[src/rtl/dram_mux_pkg.sv]
package dram_mux_pkg;

  typedef enum logic [2:0] {
    ST_IDLE,
    ST_ROW,
    ST_COL,
    ST_REF,
    ST_PRE
  } ctlState_t;

  // Strobes from control to datapath.
  typedef struct packed {
    logic takeReq;   // latch host request fields
    logic selCol;    // column half on the address bus
    logic selRef;    // refresh row on the address bus
    logic driveDq;   // drive write data toward the device
    logic capRd;     // capture read data this edge
    logic refStep;   // refresh cycle completes this edge
  } dpStrobe_t;

endpackage

[src/rtl/dram_mux_ctl.sv]
module dram_mux_ctl
  import dram_mux_pkg::*;
#(
  parameter int RAS_CYC = 2,
  parameter int CAS_CYC = 2,
  parameter int PRE_CYC = 1
) (
  input  logic       clk,
  input  logic       rstN,
  input  logic       hostReq,
  input  logic       reqWe,
  input  logic       refPending,
  output logic       hostReady,
  output logic       rasN,
  output logic       casN,
  output logic       weN,
  output logic       oeN,
  output dpStrobe_t  strobe
);

  localparam int REF_CYC = RAS_CYC + CAS_CYC;
  localparam int LONGEST = (REF_CYC > PRE_CYC) ? REF_CYC : PRE_CYC;
  localparam int CNT_W   = $clog2(LONGEST + 1);

  ctlState_t        state, nextState;
  logic [CNT_W-1:0] phaseCnt;
  logic [CNT_W-1:0] phaseLim;
  logic             lastCyc;
  logic             takeReq;

  always_comb begin
    case (state)
      ST_ROW:  phaseLim = CNT_W'(RAS_CYC);
      ST_COL:  phaseLim = CNT_W'(CAS_CYC);
      ST_REF:  phaseLim = CNT_W'(REF_CYC);
      ST_PRE:  phaseLim = CNT_W'(PRE_CYC);
      default: phaseLim = CNT_W'(1);
    endcase
  end

  assign lastCyc = (phaseCnt == phaseLim - 1'b1);
  assign takeReq = (state == ST_IDLE) && !refPending && hostReq;

  always_comb begin
    nextState = state;
    case (state)
      ST_IDLE: begin
        if (refPending)   nextState = ST_REF;
        else if (hostReq) nextState = ST_ROW;
      end
      ST_ROW:  if (lastCyc) nextState = ST_COL;
      ST_COL:  if (lastCyc) nextState = ST_PRE;
      ST_REF:  if (lastCyc) nextState = ST_PRE;
      ST_PRE:  if (lastCyc) nextState = ST_IDLE;
      default: nextState = ST_IDLE;
    endcase
  end

  always_ff @(posedge clk) begin
    if (!rstN) begin
      state    <= ST_IDLE;
      phaseCnt <= '0;
    end else begin
      state <= nextState;
      if (nextState != state || nextState == ST_IDLE) phaseCnt <= '0;
      else                                            phaseCnt <= phaseCnt + 1'b1;
    end
  end

  assign hostReady = (state == ST_IDLE) && !refPending;
  assign rasN      = !(state == ST_ROW || state == ST_COL || state == ST_REF);
  assign casN      = !(state == ST_COL);
  assign weN       = !(state == ST_COL && reqWe);
  assign oeN       = !(state == ST_COL && !reqWe);

  always_comb begin
    strobe.takeReq = takeReq;
    strobe.selCol  = (state == ST_COL);
    strobe.selRef  = (state == ST_REF);
    strobe.driveDq = (state == ST_COL) && reqWe;
    strobe.capRd   = (state == ST_COL) && lastCyc && !reqWe;
    strobe.refStep = (state == ST_REF) && lastCyc;
  end

endmodule

[src/rtl/dram_mux_dp.sv]
module dram_mux_dp
  import dram_mux_pkg::*;
#(
  parameter int ADDR_W   = 11,
  parameter int DATA_W   = 4,
  parameter int REF_ROWS = 2048,
  parameter int RINT_W   = 16
) (
  input  logic                  clk,
  input  logic                  rstN,
  input  dpStrobe_t             strobe,
  input  logic [2*ADDR_W-1:0]   hostAddr,
  input  logic                  hostWe,
  input  logic [DATA_W-1:0]     hostWdata,
  input  logic [RINT_W-1:0]     refInterval,
  input  logic [DATA_W-1:0]     dramDqIn,
  output logic [ADDR_W-1:0]     dramAddr,
  output logic [DATA_W-1:0]     dramDqOut,
  output logic                  dramDqOe,
  output logic [DATA_W-1:0]     rdData,
  output logic                  rdValid,
  output logic                  reqWe,
  output logic                  refPending
);

  logic [ADDR_W-1:0] rowQ, colQ, refRow, refRowNext;
  logic [DATA_W-1:0] wdQ;
  logic [RINT_W-1:0] tick;
  logic              tickFire;

  // Request capture
  always_ff @(posedge clk) begin
    if (!rstN) begin
      rowQ  <= '0;
      colQ  <= '0;
      wdQ   <= '0;
      reqWe <= 1'b0;
    end else if (strobe.takeReq) begin
      rowQ  <= hostAddr[2*ADDR_W-1:ADDR_W];
      colQ  <= hostAddr[ADDR_W-1:0];
      wdQ   <= hostWdata;
      reqWe <= hostWe;
    end
  end

  // Address multiplexer
  always_comb begin
    if (strobe.selRef)      dramAddr = refRow;
    else if (strobe.selCol) dramAddr = colQ;
    else                    dramAddr = rowQ;
  end

  assign dramDqOut = wdQ;
  assign dramDqOe  = strobe.driveDq;

  // Read capture
  always_ff @(posedge clk) begin
    if (!rstN) begin
      rdData  <= '0;
      rdValid <= 1'b0;
    end else begin
      rdValid <= strobe.capRd;
      if (strobe.capRd) rdData <= dramDqIn;
    end
  end

  // Refresh row counter: natural wrap when the row count fills the field
  generate
    if (REF_ROWS == (1 << ADDR_W)) begin : g_natWrap
      assign refRowNext = refRow + 1'b1;
    end else begin : g_cmpWrap
      assign refRowNext = (refRow == ADDR_W'(REF_ROWS - 1)) ? '0 : refRow + 1'b1;
    end
  endgenerate

  always_ff @(posedge clk) begin
    if (!rstN)               refRow <= '0;
    else if (strobe.refStep) refRow <= refRowNext;
  end

  // Interval timer
  assign tickFire = (tick >= refInterval);

  always_ff @(posedge clk) begin
    if (!rstN) begin
      tick       <= '0;
      refPending <= 1'b0;
    end else begin
      tick <= tickFire ? '0 : tick + 1'b1;
      if (strobe.refStep) refPending <= 1'b0;
      if (tickFire)       refPending <= 1'b1;
    end
  end

endmodule

[src/rtl/dram_mux_ctrl.sv]
module dram_mux_ctrl
  import dram_mux_pkg::*;
#(
  parameter int ADDR_W   = 11,
  parameter int DATA_W   = 4,
  parameter int REF_ROWS = 2048,
  parameter int RINT_W   = 16,
  parameter int RAS_CYC  = 2,
  parameter int CAS_CYC  = 2,
  parameter int PRE_CYC  = 1
) (
  input  logic                clk,
  input  logic                rstN,
  input  logic                hostReq,
  input  logic                hostWe,
  input  logic [2*ADDR_W-1:0] hostAddr,
  input  logic [DATA_W-1:0]   hostWdata,
  output logic                hostReady,
  output logic [DATA_W-1:0]   rdData,
  output logic                rdValid,
  input  logic [RINT_W-1:0]   refInterval,
  output logic [ADDR_W-1:0]   dramAddr,
  output logic                dramRasN,
  output logic                dramCasN,
  output logic                dramWeN,
  output logic                dramOeN,
  output logic [DATA_W-1:0]   dramDqOut,
  output logic                dramDqOe,
  input  logic [DATA_W-1:0]   dramDqIn
);

  dpStrobe_t strobe;
  logic      reqWe;
  logic      refPending;

  dram_mux_ctl #(
    .RAS_CYC(RAS_CYC),
    .CAS_CYC(CAS_CYC),
    .PRE_CYC(PRE_CYC)
  ) ctl_i (
    .clk       (clk),
    .rstN      (rstN),
    .hostReq   (hostReq),
    .reqWe     (reqWe),
    .refPending(refPending),
    .hostReady (hostReady),
    .rasN      (dramRasN),
    .casN      (dramCasN),
    .weN       (dramWeN),
    .oeN       (dramOeN),
    .strobe    (strobe)
  );

  dram_mux_dp #(
    .ADDR_W  (ADDR_W),
    .DATA_W  (DATA_W),
    .REF_ROWS(REF_ROWS),
    .RINT_W  (RINT_W)
  ) dp_i (
    .clk        (clk),
    .rstN       (rstN),
    .strobe     (strobe),
    .hostAddr   (hostAddr),
    .hostWe     (hostWe),
    .hostWdata  (hostWdata),
    .refInterval(refInterval),
    .dramDqIn   (dramDqIn),
    .dramAddr   (dramAddr),
    .dramDqOut  (dramDqOut),
    .dramDqOe   (dramDqOe),
    .rdData     (rdData),
    .rdValid    (rdValid),
    .reqWe      (reqWe),
    .refPending (refPending)
  );

endmodule

[config.mk]
export PLATFORM = sky130hd
export DESIGN_NAME = dram_mux_ctrl
export DESIGN_NICKNAME = d
export VERILOG_FILES = /design/src/rtl/dram_mux_pkg.sv /design/src/rtl/dram_mux_ctl.sv /design/src/rtl/dram_mux_dp.sv /design/src/rtl/dram_mux_ctrl.sv
export SDC_FILE = /design/constraint.sdc
export NUM_CORES = 1
export LEC_CHECK = 0
export BUFFER_PORTS_ARGS = -buffer_cell sky130_fd_sc_hd__buf_4
export CAP_MARGIN = 5
export CORE_MARGIN = 2
export CORE_UTILIZATION = 50
export CTS_BUF_LIST = sky130_fd_sc_hd__clkbuf_4 sky130_fd_sc_hd__clkbuf_8
export DETAILED_ROUTE_END_ITERATION = 10
export GPL_ROUTABILITY_DRIVEN = 0
export PLACE_DENSITY = 0.8
export SYNTH_ARGS = -nofsm -noshare
export SYNTH_HDL_FRONTEND = slang
export SYNTH_SLANG_ARGS = --single-unit
[constraint.sdc]
create_clock -name clk -period 3.1 [get_ports clk]
set_input_delay 0.155 -clock clk [delete_from_list [all_inputs] [get_ports clk]]
set_output_delay 0.155 -clock clk [all_outputs]
set_load 0.005 [all_outputs]
== After elaboration in Yosys (flattened, before gate mapping) ==
Cells that the tools add are included.

* $add $sub $neg: 4
* Order comparisons: 1
* Equal/unequal tests: 6
* Mux-type cells: 11
* Bitwise gates (word level): 1
* Reductions and logical operators: 23

{| class="wikitable"
|+ Operators by type and width
! operator !! count
|-
| $mux 11 || 2
|-
| $add 16x1->16 const B || 1
|-
| $ge 16x16->1 || 1
|-
| $mux 3 || 5
|-
| $pmux 3 s4 || 1
|-
| $add 11x1->11 const B || 1
|-
| $reduce_or 2->1 || 4
|-
| $logic_and 1x1->1 || 7
|-
| $eq 3x2->1 const B || 2
|-
| $logic_not 1->1 || 6
|-
| $logic_not 3->1 || 2
|-
| $pmux 3 s2 || 1
|-
| $add 3x1->3 const B || 1
|-
| $eq 3x1->1 const B || 1
|-
| $eq 3x3->1 || 1
|-
| $eq 3x3->1 const B || 1
|-
| $logic_or 1x1->1 || 3
|-
| $ne 3x3->1 || 1
|-
| $sub 3x1->3 const B || 1
|-
| $mux 1 || 2
|-
| $reduce_bool 2->1 || 1
|-
| $not 1->1 || 1
|}

* Register bits: 66

== Logic depth before layout (Yosys ltp) ==
Gate-level depths: netlist of run 1.

* Depth after elaboration: 10
* Depth in mapped cells: 8
* Depth with buffers taken out: 7

== Hierarchy ==
A second synthesis of run 1 with hierarchy kept.

* Cell total of the unflattened synthesis: 389
* Area total of the unflattened synthesis: 3719.8 um^2

{| class="wikitable"
|+ Modules (own cells, without submodules)
! module !! times used !! cells each !! area an instance (um^2)
|-
| dram_mux_dp || 1 || 321 || 3156.8
|-
| dram_mux_ctl || 1 || 68 || 563.0
|}

== Least setup slack after synthesis of run 1 ==
OpenSTA, ideal clock, no wires.

* Path type: reg2reg
* Start point: reg ctl_i.phaseCnt[1]
* End point: reg dp_i.refRow[5]
* Library setup time: 0.070 ns
* Data arrival time: 1.897 ns
* Data required time: 3.030 ns
* Path slack: 1.133 ns
* Cell stages (with the launch flop): 7
* Path buffers: 1
* Cells stage by stage: dfxtp_1 buf_6 nand2b_4 or4b_4 a311o_1 or3_1 a21oi_1

* Longest elaborated chain between the ends: 2

{| class="wikitable"
|+ RTL lines
! element !! RTL line !! RTL
|-
| start: declaration || dram_mux_ctl.sv:26 || <nowiki>logic [CNT_W-1:0] phaseCnt;</nowiki>
|-
| start signal: assignment || dram_mux_ctl.sv:66 || <nowiki>else phaseCnt <= phaseCnt + 1'b1;</nowiki>
|-
| $eq 3x3->1 || dram_mux_ctl.sv:41 || <nowiki>assign lastCyc = (phaseCnt == phaseLim - 1'b1);</nowiki>
|-
| $logic_and 1x1->1 || dram_mux_ctl.sv:82 || <nowiki>strobe.refStep = (state == ST_REF) && lastCyc;</nowiki>
|-
| end signal: assignment || dram_mux_dp.sv:78 || <nowiki>else if (strobe.refStep) refRow <= refRowNext;</nowiki>
|-
| end: declaration || dram_mux_dp.sv:26 || <nowiki>logic [ADDR_W-1:0] rowQ, colQ, refRow, refRowNext;</nowiki>
|}

Every way passes these cells.
A chain may end at the register's enable or synchronous reset.

== Worst setup path in the final report of run 1 ==
* Start point: reg dp_i.tick[9]
* End point: reg dp_i.tick[9]

* Longest elaborated chain between the ends: 2

{| class="wikitable"
|+ RTL lines
! element !! RTL line !! RTL
|-
| start: declaration || dram_mux_dp.sv:28 || <nowiki>logic [RINT_W-1:0] tick;</nowiki>
|-
| start signal: assignment || dram_mux_dp.sv:89 || <nowiki>tick <= tickFire ? '0 : tick + 1'b1;</nowiki>
|-
| $ge 16x16->1 || dram_mux_dp.sv:82 || <nowiki>assign tickFire = (tick >= refInterval);</nowiki>
|-
| $reduce_or 2->1 (no source line) || n/a ||
|}

Several ways; a longest one is shown, not always the timed one.

==> impl_metrics.csv, run 1 <==
group,metric,value,unit
finish,num-nets-final,563,
timing,fin_tns_setup,0,ns
synth,synth_cell_types,39,
place,place_area,3950,um^2
synth,synth-seq-cells,66,
route,drt_iter0_drc,182,
power_and_ir_drop,p_leak,1.75,nW
clock_tree,cts.clk_slew.worst_paths,0.08,ns
place,dp_hpwl,5460,um
finish,multiInputGateArea,1860,um^2
clock_tree,cts_tree,"done",
grt,grt_max_degree,40,
finish,layout_common_cells,"86 x nand2_1, 78 x buf_4, 66 x dfxtp_1",
route,drc,0,
synth,synth_cells,426,
synth,synth.largest_area_cell,"dfxtp_1",
die,die_w,86.0,um
worst_setup_path,slowest_stage,"o211ai_1",
grt,grt_pass1_wl,13000,um
clock_tree,clock_latency,0.35,ns
clock_tree,ctsRootBufferMaster,"clkbuf_8",
worst_setup_path,cp-end-kind,"flop",
die,start_util,0.523,
worst_setup_path,critPathBufInv,0,
timing,rsz0062_at_grt,"no",
timing,slew_viol_final,0,
timing,max-slew-margin-rel,0.170,
clock_tree,htree_levels,3,
clock_tree,cts_sinks,66,
die,io_pins,76,
worst_setup_path,critPathLaunchType,"flop",
synth,syn_nets,495,
route,first_pass_iters,4,
finish,drive_gt1_frac,0.200,
die,core,6420,um^2
worst_setup_path,crit_path_max_incr_delay,0.99,ns
timing,layout_worst_path_cycle_share,0.814,
worst_setup_path,cp_max_fo,16,
worst_hold_path,hold_class,"input port to flop",
flow_run,maxCapViolCount,0,
clock_tree,cts.repair.resized,0,
timing,final-setup-viol-count,0,
clock_tree,cts_setup_buffers,0,
timing,layout_setup_ws,0.576,ns
synth,syn_avg_cell_area,7.89,um^2
route,ant_nets,0,
synth,synth_seq_area_share,0.393,
route,vias,3055,
timing,worstMarginPinSlew,1.24,ns
clock_tree,cts_made_buffers,9,
die,dieArea,7390,um^2
worst_setup_path,path_delay_family,"compound AO/OA/AOI/OAI gates",
clock_tree,postCtsHoldBufs,0,
worst_setup_path,crit_type,"flop to flop",
synth,yosys_warnings,0,
place,dp_slack,0.709,ns
place,portBuffers,75,
timing,fmax,0.396,GHz
grt,grt_remaining_overflow,0,
timing,hold_violations,0,
grt,antenna_found_initial,0,
grt,grt_pass1_vias,3037,
worst_setup_path,arrival,2.69,ns
finish,stdcell_count,576,
place,dp.cells,560,
die,row_count,29,
synth,yosysTopAreaCellShare,0.393,
finish,fillers,558,
worst_setup_path,worstPathRequired,3.27,ns
timing,fin_skew,0.0133,ns
outcome,outcome,"finished clean",
power_and_ir_drop,vdd_drop_max,286,uV
timing,min_period,2.52,ns
finish,design_area,4150,um^2
synth,syn-cell-area,3360,um^2
finish,area_delta_synth_final,23.6,%
finish,n_antenna_cell,0,
finish,final_common_cell,"nand2_1",
grt,grt_use_total,0.218,
synth,synthTopCellsByArea,"dfxtp_1 39%, nand2_1 9.6%, ha_1 7.1%, a21oi_1 5.7%, mux2i_1 4.2%",
power_and_ir_drop,powerDensity,612,nW/um^2
finish,regArea,1320,um^2
die,die_h,86.0,um
worst_setup_path,crit_chain,"ha_1, nand4_1, a211oi_1, a211oi_1, o211ai_1, nor2_1",
clock_tree,cts.path.max_buffers,2,
route,post_drt_wl_per_cell,13.2,um
worst_setup_path,crit_top_cell,"a211oi_1",
route,routed_wl,7610,um
route,vias_per_cell,5.30,
cell usage after synthesis:
library cell  number
nor2_1            33
a21oi_1           38
or2_2              3
a311o_1            1
nor4_1             3
inv_1             24
clkbuf_1          18
or3_1              4
and2_1             5
o22ai_1            2
xnor2_1           11
a21boi_0           1
xor2_1            13
nand4_1            9
nor3_1             6
buf_2              1
buf_1              1
nand3_1           13
a211oi_1           3
o21bai_1           1
a31oi_1            2
nor3b_1            2
o211ai_1           3
nand2b_1           1
dfxtp_1           66
o21a_1             2
ha_1              19
nand4b_1           1
a311oi_2           1
mux2i_1           14
nand2b_4           1
o21ai_0           22
and3_1             6
nor2b_1            4
or4b_4             1
nand2_1           86
and4_1             3
a2111oi_0          1
buf_6              1
power by group:
group          switching (mW)  internal [mW]  leakage [nW]  total [mW]
clock network           0.341          0.381        0.0959       0.723
registers               0.116          0.945         0.537        1.06
logic                   0.406          0.352          1.12       0.758
total                   0.863           1.68          1.75        2.54
per-layer routing:
layer  up-vias  GRT usage  share of wire
li1       1576          -              -
met1      1393      0.276           0.46
met2        79      0.364           0.47
met3         7     0.0539          0.059
met4         0     0.0722          0.010
met5         -          0              0
worst min-delay path, delay by kind of cell:
| family | cells | cell delay, ns |
|---|---|---|
| buffers and inverters | 1 | 0.08 |
| AOI/OAI and AO/OA | 1 | 0.06 |
| and+or+nand+nor | 1 | 0.05 |
sequential cells by signal, summed over array words and instances, names as in the netlist:
register / count
ctl_i.phaseCnt: 3
ctl_i.state: 3
dp_i.colQ: 11
dp_i.dramDqOut: 4
dp_i.rdData: 4
dp_i.rdValid: 1
dp_i.refPending: 1
dp_i.refRow: 11
dp_i.reqWe: 1
dp_i.rowQ: 11
dp_i.tick: 16
area by class of cell:
type	instances	area share
multi-input combinational	315	0.448
tap	77	0.0232
inverter	24	0.0217
clock buffer	10	0.0316
sequential	66	0.318
clock inverter	6	0.0163
timing repair buffer	78	0.141
worst paths after layout:
kind	start	end	slack, ns	cells past startpoint
setup / recovery	dp_i.tick[9]$_SDFF_PP0_	dp_i.tick[9]$_SDFF_PP0_	0.58	6
hold / removal	dramDqIn[0]	dp_i.rdData[0]$_SDFFE_PN0P_	0.03	3
setup reg to reg	dp_i.tick[9]$_SDFF_PP0_	dp_i.tick[9]$_SDFF_PP0_	0.58	6
hold reg to reg	dp_i.colQ[0]$_SDFFE_PN0P_	dp_i.colQ[0]$_SDFFE_PN0P_	0.45	2
per-stage QoR:
stage | hold slack, ns | total power, mW | utilization
after floorplan | 0.285 | 1.56 | -
after global placement | 0.371 | 1.81 | 0.616
after detailed placement | 0.382 | 1.84 | 0.616
after CTS | 0.0233 | 2.56 | 0.647
after global routing | 0.0322 | 2.71 | 0.647
final | 0.0254 | 2.54 | 0.647
cell families (layout without fill, tap and decap cells):
| family | after synthesis | in the layout | share of synthesized area |
|---|---|---|---|
| compound gates | 77 | 77 | 0.129 |
| xor+xnor | 24 | 24 | 0.0626 |
| fa+ha+maj | 19 | 19 | 0.0708 |
| buf+inv | 45 | 118 | 0.0529 |
| flops | 66 | 66 | 0.393 |
| mux | 14 | 14 | 0.0417 |
| simple gates | 181 | 181 | 0.250 |
Note: power is estimated with default switching activity, not from simulation.
==> run 2, diff against run 1 <==
--- a/config.mk
+++ b/config.mk
@@ -5,6 +5,7 @@
 export SDC_FILE = /design/constraint.sdc
 export NUM_CORES = 1
 export LEC_CHECK = 0
+export ABC_AREA = 1
 export BUFFER_PORTS_ARGS = -buffer_cell sky130_fd_sc_hd__buf_4
 export CAP_MARGIN = 5
 export CORE_MARGIN = 2
==> constraint.sdc (replaced) <==
create_clock -name clk -period 2.51 [get_ports clk]
set_input_delay 0.1255 -clock clk [delete_from_list [all_inputs] [get_ports clk]]
set_output_delay 0.1255 -clock clk [all_outputs]
set_load 0.005 [all_outputs]
==> run 2 against run 1 <==
Compared with the run above:
- hold slack improved by 0.042 ns
- final area down 0.99%
- worst setup slack got worse by 0.056 ns
- total power rose by 20%
- combinational power rose by 27%
- die area down 1.7%
- global-route usage shrank 0.29 points
==> impl_metrics.csv, run 2 <==
group,metric,value,unit
outcome,outcome,"finished clean",
timing,hold_violations,0,
synth,synth_edf_count,0,
clock_tree,cts.repair.resized,0,
clock_tree,cts.path.max_buffers,2,
power_and_ir_drop,p_sw_frac,0.326,
clock_tree,clock_latency,0.33,ns
power_and_ir_drop,vdd_drop_max,795,uV
synth,synthTopCellsByArea,"dfxtp_1 40%, a21oi_1 8.5%, inv_1 8.0%, nand2_1 8.0%, ha_1 7.2%",
die,die_w,85.2,um
clock_tree,cts_setup_buffers,0,
worst_setup_path,slowest_stage,"dfxtp_1",
grt,grt_remaining_overflow,0,
place,dp.cells,591,
clock_tree,cts_tree,"done",
route,routed_wl,7410,um
synth,syn_avg_cell_area,7.33,um^2
place,dp_hpwl,5620,um
synth,synth_cells,450,
timing,fin_skew,0.00363,ns
die,io_pins,76,
route,vias,3167,
synth,synth_simple_gate_area_frac,0.227,
finish,area_delta_synth_final,24.6,%
worst_setup_path,cp_max_fo,14,
clock_tree,cts_sinks,66,
synth,synth_top_family_by_area,"simple AND/OR/NAND/NOR gates",
worst_setup_path,crit_top_cell,"nand2_1",
die,start_util,0.520,
route,ant_nets,0,
timing,fmax,0.503,GHz
synth,synth_seq_area_share,0.400,
synth,synthMuxAreaShare,0,
finish,drive_gt1_frac,0.202,
finish,stdcell_count,607,
power_and_ir_drop,p_leak,1.82,nW
clock_tree,cts.clk_slew.worst_paths,0.06,ns
die,row_count,29,
die,dieArea,7270,um^2
worst_setup_path,worstPathRequired,2.73,ns
worst_hold_path,hold_class,"input port to flop",
grt,grt_max_degree,36,
synth,synth-seq-cells,66,
worst_setup_path,critical_path_depth,10,
flow_run,maxCapViolCount,0,
finish,layout_common_cells,"79 x buf_4, 70 x inv_1, 70 x nand2_1",
grt,top_usage_layer,"met2",
finish,final_common_cell,"buf_4",
timing,min_period,1.99,ns
synth,synth_xor_xnor_area_share,0.0345,
power_and_ir_drop,clockPowerShare,0.270,
worst_setup_path,crit_path_max_incr_delay,0.37,ns
clock_tree,ctsRootBufferMaster,"clkbuf_8",
synth,async_flop_share,0,
finish,top_register,"dp_i.tick",
grt,antenna_found_initial,0,
power_and_ir_drop,p_int,2.06,mW
clock_tree,cts_made_buffers,9,
synth,synth.largest_area_cell,"dfxtp_1",
timing,layout_worst_path_cycle_share,0.793,
die,die_h,85.2,um
worst_setup_path,r2r_cells,10,
timing,slew_viol_final,0,
synth,yosys_warnings,0,
grt,met1_usage,0.255,
worst_setup_path,critPathLaunchType,"flop",
worst_setup_path,crit_type,"flop to flop",
die,core,6350,um^2
route,drt_iter0_drc,210,
worst_setup_path,crit_chain,"inv_2, nand3_2, nand2_1, nand2_1, nor2_1, nand2_2, nor3_1, nand2_1, o21ai_0, a21oi_1",
grt,grt_pass1_wl,12600,um
worst_setup_path,critPathBufInv,1,
timing,rsz0062_at_grt,"no",
timing,final-setup-viol-count,0,
worst_setup_path,cp-end-kind,"flop",
clock_tree,postCtsHoldBufs,0,
place,portBuffers,75,
synth,synth_compound_area_frac,0.161,
synth,yosys-top-cells-count,"70 x inv_1, 70 x nand2_1, 66 x dfxtp_1",
grt,grt_pass1_vias,2946,
worst_setup_path,path_delay_family,"simple AND/OR/NAND/NOR gates",
power_and_ir_drop,combPwrFrac,0.314,
finish,n_antenna_cell,0,
route,drc,0,
timing,fin_tns_setup,0,ns
synth,synth_cell_types,33,
synth,syn-cell-area,3300,um^2
route,first_pass_iters,5,
power_and_ir_drop,power_switching,0.996,mW
worst_setup_path,arrival,2.21,ns
power_and_ir_drop,p_seq_frac,0.417,
grt,grt_use_total,0.215,
timing,max-slew-margin-rel,0.525,
timing,worstMarginPinSlew,0.712,ns
finish,largest_reg_flops,16,
route,post_drt_wl_per_cell,12.2,um
grt,use_met2,0.362,
finish,num-nets-final,594,
route,vias_per_cell,5.22,
worst_hold_path,hold_depth,3,
clock_tree,htree_levels,3,
synth,synth-main-ff-cell,"dfxtp_1",
grt,grt_util_met3,0.0661,
synth,synth_fa_ha_area_frac,0.0721,
power_and_ir_drop,powerDensity,744,nW/um^2
synth,yosysTopAreaCellShare,0.400,
synth,syn_nets,519,
-- run 2: worst register-to-register path, cell delays in order (launching register included) --
cell and delay (ns):
dfxtp_1 0.37, inv_2 0.14, nand3_2 0.28, nand2_1 0.14, nand2_1 0.07, nor2_1 0.15
nand2_2 0.13, nor3_1 0.24, nand2_1 0.13, o21ai_0 0.19, a21oi_1 0.06
-- run 2: worst paths after layout --
| check | start | end | slack (ns) |
|---|---|---|---|
| setup reg to reg | ctl_i.state[2]$_SDFF_PN0_ | dp_i.refRow[5]$_SDFFE_PN0P_ | 0.52 |
| hold / removal | hostAddr[13] | dp_i.rowQ[2]$_SDFFE_PN0P_ | 0.07 |
| setup / recovery | ctl_i.state[2]$_SDFF_PN0_ | dp_i.refRow[5]$_SDFFE_PN0P_ | 0.52 |
| hold reg to reg | dp_i.rdData[0]$_SDFFE_PN0P_ | dp_i.rdData[0]$_SDFFE_PN0P_ | 0.44 |
-- run 2: layout make-up --
type | instances | area (um^2)
Clock buffer | 14 | 180
Clock inverter | 2 | 10.0
Fill cell | 562 | 2240
Inverter | 74 | 279
Multi-Input combinational cell | 295 | 1630
Sequential cell | 66 | 1320
Tap cell | 77 | 96.3
Timing Repair Buffer | 79 | 593
-- run 2: metrics by stage --
stage                      util  total power [mW]  instance area, um^2  hold WS [ns]  worst slack [ns]
after floorplan               -              1.88                 3300         0.290             0.908
after global placement    0.618              2.22                 3920         0.403             0.719
final                     0.647              3.06                 4110        0.0677             0.521
after global routing      0.647              3.27                 4110        0.0649             0.328
after CTS                 0.647              3.09                 4110        0.0538             0.552
after detailed placement  0.618              2.25                 3920         0.412             0.593
-- run 2: power by group through the flow --
stage               logic (mW)  clock network (mW)  registers [mW]
floorplan                0.600                   0            1.28
global placement         0.932                   0            1.29
detailed placement       0.955                   0            1.30
CTS                      0.959               0.851            1.28
global route              1.08               0.899            1.29
finish                   0.960               0.824            1.27
-- run 2: logic make-up after synthesis --
group           Yosys count
simple gates            165
compound gates           98
buf+inv                  89
flops                    66
fa+ha+maj                19
xor+xnor                 13
-- run 2: layer usage --
metal	wire length, um	share of wire
met5	0	0
met4	187	0.025
met3	488	0.066
met2	3700	0.50
met1	3030	0.41
